===== config.mk =====
export PLATFORM = sky130hd
export DESIGN_NAME = rpw_walker
export DESIGN_NICKNAME = d
export VERILOG_FILES = /design/src/rtl/rpw_pkg.sv /design/src/rtl/rpw_cfg_check.sv /design/src/rtl/rpw_index_addr.sv /design/src/rtl/rpw_leaf_addr.sv /design/src/rtl/rpw_walker.sv
export SDC_FILE = /design/constraint.sdc
export NUM_CORES = 1
export LEC_CHECK = 0
export ABC_AREA = 1
export BUFFER_PORTS_ARGS = -buffer_cell sky130_fd_sc_hd__buf_2
export CELL_PAD_IN_SITES_DETAIL_PLACEMENT = 1
export CELL_PAD_IN_SITES_GLOBAL_PLACEMENT = 1
export CORE_ASPECT_RATIO = 1.2
export CORE_MARGIN = 4
export CORE_UTILIZATION = 42
export CTS_BUF_LIST = sky130_fd_sc_hd__clkbuf_8 sky130_fd_sc_hd__clkbuf_16
export CTS_CLUSTER_SIZE = 25
export DETAILED_ROUTE_END_ITERATION = 12
export GPL_TIMING_DRIVEN = 1
export PLACE_DENSITY = 0.95
export RECOVER_POWER = 100
export SLEW_MARGIN = 20
export SYNTH_ARGS = -nofsm -noshare
export SYNTH_HDL_FRONTEND = slang
export SYNTH_HIERARCHICAL = 1
export SYNTH_SLANG_ARGS = --single-unit
export TNS_END_PERCENT = 100

===== constraint.sdc =====
create_clock -name clk -period 10.5 [get_ports clk]
set_input_delay 1.05 -clock clk [delete_from_list [all_inputs] [get_ports clk]]
set_output_delay 1.05 -clock clk [all_outputs]
set_load 0.02 [all_outputs]

===== src/rtl/rpw_pkg.sv =====
package rpw_pkg;
    localparam int ENTRY_W  = 64;
    localparam int V_BIT    = 63;
    localparam int L_BIT    = 62;
    localparam int NLS_FW   = 5;
    localparam int NB_LSB   = 8;
    localparam int PG_LSB   = 12;
    localparam int MIN_NLS  = 5;
    localparam int CAUSE_W  = 3;
    localparam int C_BADCFG = 0;
    localparam int C_NOENT  = 1;
    localparam int C_DEPTH  = 2;

    typedef enum logic [0:0] {
        WALK_IDLE  = 1'b0,
        WALK_FETCH = 1'b1
    } walk_st_e;
endpackage


===== src/rtl/rpw_cfg_check.sv =====
module rpw_cfg_check
    import rpw_pkg::*;
#(
    parameter int SIZE_W = 7
) (
    input  logic [NLS_FW-1:0] nls,
    input  logic [SIZE_W-1:0] rem,
    output logic              ok
);
    logic [SIZE_W-1:0] nls_ext;

    always_comb begin
        nls_ext = SIZE_W'(nls);
        ok      = (nls_ext >= SIZE_W'(MIN_NLS)) && (nls_ext <= rem);
    end
endmodule


===== src/rtl/rpw_index_addr.sv =====
module rpw_index_addr
    import rpw_pkg::*;
#(
    parameter int EA_W   = 64,
    parameter int PA_W   = 56,
    parameter int SIZE_W = 7
) (
    input  logic [EA_W-1:0]   ea,
    input  logic [PA_W-1:0]   base,
    input  logic [SIZE_W-1:0] rem,
    input  logic [NLS_FW-1:0] nls,
    output logic [PA_W-1:0]   entry_addr
);
    logic [SIZE_W-1:0] shift_amt;
    logic [EA_W-1:0]   field_mask;
    logic [EA_W-1:0]   idx;
    logic [EA_W-1:0]   byte_off;
    logic [PA_W-1:0]   base_al;
    logic              unused_base_lo;

    always_comb begin
        shift_amt  = rem - SIZE_W'(nls);
        field_mask = ~({EA_W{1'b1}} << nls);
        idx        = (ea >> shift_amt) & field_mask;
        byte_off   = idx << 3;
        base_al    = {base[PA_W-1:3], 3'b000};
        entry_addr = base_al + byte_off[PA_W-1:0];
    end

    assign unused_base_lo = ^base[2:0];
endmodule


===== src/rtl/rpw_leaf_addr.sv =====
module rpw_leaf_addr
    import rpw_pkg::*;
#(
    parameter int EA_W   = 64,
    parameter int PA_W   = 56,
    parameter int SIZE_W = 7
) (
    input  logic [PA_W-PG_LSB-1:0] rpn_field,
    input  logic [EA_W-1:0]        ea,
    input  logic [SIZE_W-1:0]      psize,
    output logic [PA_W-1:0]        real_addr
);
    logic [EA_W-1:0] rpn;
    logic [EA_W-1:0] off_mask;
    logic [EA_W-1:0] full;
    logic            unused_hi;

    always_comb begin
        rpn                    = '0;
        rpn[PA_W-1:PG_LSB]     = rpn_field;
        off_mask               = ~({EA_W{1'b1}} << psize);
        full                   = (rpn & ~off_mask) | (ea & off_mask);
        real_addr              = full[PA_W-1:0];
    end

    assign unused_hi = ^full[EA_W-1:PA_W];
endmodule


===== src/rtl/rpw_walker.sv =====
module rpw_walker
    import rpw_pkg::*;
#(
    parameter int EA_W       = 64,
    parameter int PA_W       = 56,
    parameter int MAX_LEVELS = 8,
    localparam int SIZE_W    = $clog2(EA_W + 1)
) (
    input  logic                clk,
    input  logic                rst_n,
    input  logic                start,
    input  logic [EA_W-1:0]     ea,
    input  logic [PA_W-1:0]     root_base,
    input  logic [NLS_FW-1:0]   root_nls,
    input  logic [SIZE_W-1:0]   total_bits,
    output logic                rd_req,
    output logic [PA_W-1:0]     rd_addr,
    input  logic                rd_valid,
    input  logic [ENTRY_W-1:0]  rd_data,
    output logic                busy,
    output logic                done,
    output logic                fault,
    output logic [CAUSE_W-1:0]  cause,
    output logic [PA_W-1:0]     real_addr,
    output logic [SIZE_W-1:0]   page_size,
    output logic [ENTRY_W-1:0]  leaf_entry,
    output logic [PA_W-1:0]     leaf_addr
);
    localparam int LVL_W = $clog2(MAX_LEVELS + 1);

    typedef struct packed {
        walk_st_e            st;
        logic [EA_W-1:0]     ea;
        logic [PA_W-1:0]     addr;
        logic [SIZE_W-1:0]   rem;
        logic [NLS_FW-1:0]   nls;
        logic [LVL_W-1:0]    lvl;
        logic                done;
        logic                fault;
        logic [CAUSE_W-1:0]  cause;
        logic [PA_W-1:0]     ra;
        logic [SIZE_W-1:0]   psize;
        logic [ENTRY_W-1:0]  leaf;
        logic [PA_W-1:0]     leaf_addr;
    } walk_reg_t;

    walk_reg_t r_q, r_d;

    logic [PA_W-1:0]   child_base;
    logic [NLS_FW-1:0] child_nls;
    logic [SIZE_W-1:0] rem_after;
    logic [LVL_W-1:0]  lvl_next;
    logic [EA_W-1:0]   calc_ea;
    logic [PA_W-1:0]   calc_base;
    logic [SIZE_W-1:0] calc_rem;
    logic [NLS_FW-1:0] calc_nls;
    logic [PA_W-1:0]   calc_addr;
    logic              root_ok;
    logic              child_ok;
    logic [PA_W-1:0]   leaf_ra;
    logic              unused_entry_bits;

    // Fields of a pointer entry and the remaining size after this level.
    always_comb begin
        child_base                    = '0;
        child_base[PA_W-1:NB_LSB]     = rd_data[PA_W-1:NB_LSB];
        child_nls                     = rd_data[NLS_FW-1:0];
        rem_after                     = r_q.rem - SIZE_W'(r_q.nls);
        lvl_next                      = r_q.lvl + LVL_W'(1);
    end

    // One index unit is shared: root values while idle, child values while fetching.
    always_comb begin
        if (r_q.st == WALK_IDLE) begin
            calc_ea   = ea;
            calc_base = root_base;
            calc_rem  = total_bits;
            calc_nls  = root_nls;
        end else begin
            calc_ea   = r_q.ea;
            calc_base = child_base;
            calc_rem  = rem_after;
            calc_nls  = child_nls;
        end
    end

    rpw_index_addr #(.EA_W(EA_W), .PA_W(PA_W), .SIZE_W(SIZE_W)) idx_i (
        .ea         (calc_ea),
        .base       (calc_base),
        .rem        (calc_rem),
        .nls        (calc_nls),
        .entry_addr (calc_addr)
    );

    rpw_cfg_check #(.SIZE_W(SIZE_W)) root_chk_i (
        .nls (root_nls),
        .rem (total_bits),
        .ok  (root_ok)
    );

    rpw_cfg_check #(.SIZE_W(SIZE_W)) child_chk_i (
        .nls (child_nls),
        .rem (rem_after),
        .ok  (child_ok)
    );

    rpw_leaf_addr #(.EA_W(EA_W), .PA_W(PA_W), .SIZE_W(SIZE_W)) leaf_i (
        .rpn_field (rd_data[PA_W-1:PG_LSB]),
        .ea        (r_q.ea),
        .psize     (rem_after),
        .real_addr (leaf_ra)
    );

    always_comb begin
        r_d      = r_q;
        r_d.done = 1'b0;
        unique case (r_q.st)
            WALK_IDLE: begin
                if (start) begin
                    r_d.ea    = ea;
                    r_d.fault = 1'b0;
                    r_d.cause = '0;
                    if (!root_ok) begin
                        r_d.done             = 1'b1;
                        r_d.fault            = 1'b1;
                        r_d.cause[C_BADCFG]  = 1'b1;
                    end else begin
                        r_d.st   = WALK_FETCH;
                        r_d.addr = calc_addr;
                        r_d.rem  = total_bits;
                        r_d.nls  = root_nls;
                        r_d.lvl  = '0;
                    end
                end
            end
            WALK_FETCH: begin
                if (rd_valid) begin
                    r_d.lvl = lvl_next;
                    if (!rd_data[V_BIT]) begin
                        r_d.st              = WALK_IDLE;
                        r_d.done            = 1'b1;
                        r_d.fault           = 1'b1;
                        r_d.cause[C_NOENT]  = 1'b1;
                    end else if (rd_data[L_BIT]) begin
                        r_d.st        = WALK_IDLE;
                        r_d.done      = 1'b1;
                        r_d.ra        = leaf_ra;
                        r_d.psize     = rem_after;
                        r_d.leaf      = rd_data;
                        r_d.leaf_addr = r_q.addr;
                    end else if (!child_ok) begin
                        r_d.st              = WALK_IDLE;
                        r_d.done            = 1'b1;
                        r_d.fault           = 1'b1;
                        r_d.cause[C_BADCFG] = 1'b1;
                    end else if (lvl_next == LVL_W'(MAX_LEVELS)) begin
                        r_d.st              = WALK_IDLE;
                        r_d.done            = 1'b1;
                        r_d.fault           = 1'b1;
                        r_d.cause[C_DEPTH]  = 1'b1;
                    end else begin
                        r_d.addr = calc_addr;
                        r_d.rem  = rem_after;
                        r_d.nls  = child_nls;
                    end
                end
            end
            default: r_d.st = WALK_IDLE;
        endcase
    end

    always_ff @(posedge clk) begin
        if (!rst_n) begin
            r_q <= '0;
        end else begin
            r_q <= r_d;
        end
    end

    assign rd_req     = (r_q.st == WALK_FETCH);
    assign rd_addr    = r_q.addr;
    assign busy       = (r_q.st != WALK_IDLE);
    assign done       = r_q.done;
    assign fault      = r_q.fault;
    assign cause      = r_q.cause;
    assign real_addr  = r_q.ra;
    assign page_size  = r_q.psize;
    assign leaf_entry = r_q.leaf;
    assign leaf_addr  = r_q.leaf_addr;

    assign unused_entry_bits = ^{rd_data[ENTRY_W-3:PA_W], rd_data[NB_LSB-1:NLS_FW]};
endmodule


==> metrics.txt <==
hold_sp=r_q[319]$_SDFFE_PN0P_; WP buf/inv=3; via count=29719; Final HPWL DP=90.5 mm; Worst Hold Class=flip-flop to flip-flop; core outline area=0.0586 sq mm; Avg WL per Cell=23.4 um; worst endpoint required time=10.91 ns; largest fanout on the critical path=62; initial antenna violation count=8; starting density of the core=42.6%; clk buf depth=3; total power=5.94 mW; cell count along the critical path=32; PostCTS Resize Cnt=0; Pins Over Slew Limit=595; # H-tree levels=2; post-layout min period=8.71 ns; layout cells sized above 1=7.50%; end of the worst register-to-register path=rd_addr[53]$_SDFFE_PN0P_; Worst-Margin Slew=4.44 ns; RR Startpoint=busy$_SDFF_PN0_; CTS buffer count=37; DR vias/cell=5.80; Fin. Hold Viols=0; Slew HR=-196%; aggregate global routing overflow=0; Die Y=275 um; largest net degree at the start of global routing=242; CP Data Arrival Time=9.12 ns; worst hold margin=0.449 ns; Hold EP=r_q[319]$_SDFFE_PN0P_; cell repeated most along the worst path=nand2_1; Post-CTS Setup Bufs=0; router iterations before antenna repair=7; Syn-to-layout area delta=5.79%; Pleak=13.4 nW; Port-buffer cells=442; starting DRC count in detailed routing=3140; Post-Route Setup TNS=0 ns; Clk Latency, worst-skew pair=0.60 ns; Post-Layout Cell Count=5127; worst hold stages=2; Setup CP Type=flip-flop to flip-flop; Cell Area, Synth=0.0250 sq mm; Max Cap Viol=6; Max Fclk=115 MHz; Worst-path clk slew=0.06 ns; final wirelength=120 mm; post-route setup slack=1.79 ns; syn_area_per_cell=5.87 sq um; DRC=0; crit-path leading delay family=simple AND/OR/NAND/NOR gates; Die ar.=0.0635 sq mm; FP Rows=97; critical path capture point type=flip-flop; Clock Sinks=324; TritonCTS clock tree=built; fill cell count=8464; hold-fix buffers at CTS=0; I/O pin cnt=446; vias in the first global route=29388; PD cells=224 mW/mm^2; antenna viol nets, final=0; Setup Slack @ Placement=3.31 ns; status=finished with violations; nets=4547; final clock skew=0.0434 ns; total track usage=36.1%; Peak VDD IR=0.137 mV; Cells after DPL=5044; final setup vio count=0; first-pass GRT wire length=178 mm; failing checks=max-capacitance violations, max-slew violations; CP peak stage delay=1.99 ns; FF-to-FF setup slack=1.79 ns; root buffer cell=clkbuf_16; Die Width=231 um; cells after synthesis=4258; final worst path period share=82.9%; CP Launch Type=flip-flop; Syn. warnings=6; gp weighted congestion=1.00; RSZ-0062 raised after global routing=false; FF-to-FF path depth=32; Slowest-stage cell, CP=clkbuf_1
routing by layer:
layer  vias to the layer above  global-route usage (%)  wire [um]
li1                      13501                       -          -
met1                     14239                    43.8      45700
met2                      1543                    58.4      53700
met3                       432                    6.07      10700
met4                         4                    24.9      10000
met5                         -                       0         27
stage by stage:
| stage | area (sq um) | utilization [%] |
|---|---|---|
| floorplan | 25000 | - |
| global placement | 25500 | 43.5 |
| detailed placement | 25500 | 43.5 |
| CTS | 26800 | 45.7 |
| global route | 26400 | 45.1 |
| finish | 26400 | 45.1 |
worst min-delay path: stages, from the launching register on:
cell     delay [ns]
dfxtp_1        0.29
inv_1          0.06
a21oi_1        0.05
placed cells by master, fill, tap and decap left out, types with 25 or more instances in the layout:
cell type / n
nand2_1: 1202
nand3_1: 592
nor2_1: 474
inv_1: 398
o21ai_0: 364
dfxtp_1: 323
clkbuf_1: 252
buf_2: 195
a21oi_1: 179
nand4_1: 79
ha_1: 51
clkbuf_16: 37
xor2_1: 25
power by group:
group	internal, mW	switching [mW]
Sequential	1.31	0.0623
Clock	0.798	0.614
Combinational	0.824	2.33
state kept, by name (all words and copies together) (netlist names):
name        flops
r_q            80
busy            1
cause           3
page_size       7
leaf_entry     63
real_addr      56
done            1
fault           1
leaf_addr      56
rd_addr        56
worst max-delay path by stage:
stage                                     endpoint  slack [ns]       startpoint
after floorplan           rd_addr[51]$_SDFFE_PN0P_        5.62  busy$_SDFF_PN0_
after detailed placement  rd_addr[53]$_SDFFE_PN0P_        3.31  busy$_SDFF_PN0_
after global routing      rd_addr[52]$_SDFFE_PN0P_        1.49  busy$_SDFF_PN0_
after CTS                 rd_addr[53]$_SDFFE_PN0P_        3.24  busy$_SDFF_PN0_
after global placement    rd_addr[53]$_SDFFE_PN0P_        3.43  busy$_SDFF_PN0_
final                     rd_addr[53]$_SDFFE_PN0P_        1.79  busy$_SDFF_PN0_
area by class of cell:
| cell class | instances | area (sq um) | area share, % |
|---|---|---|---|
| diodes | 14 | 35.0 | 0.133 |
| clock buffers | 39 | 953 | 3.61 |
| clock inverters | 29 | 342 | 1.29 |
| inverters | 403 | 1520 | 5.74 |
| multi-input cells | 3057 | 14000 | 53.1 |
| flip-flops and latches | 324 | 6490 | 24.5 |
| well taps | 792 | 991 | 3.75 |
| repair buffers | 469 | 2090 | 7.89 |
Power figures use the tool's default switching activity.
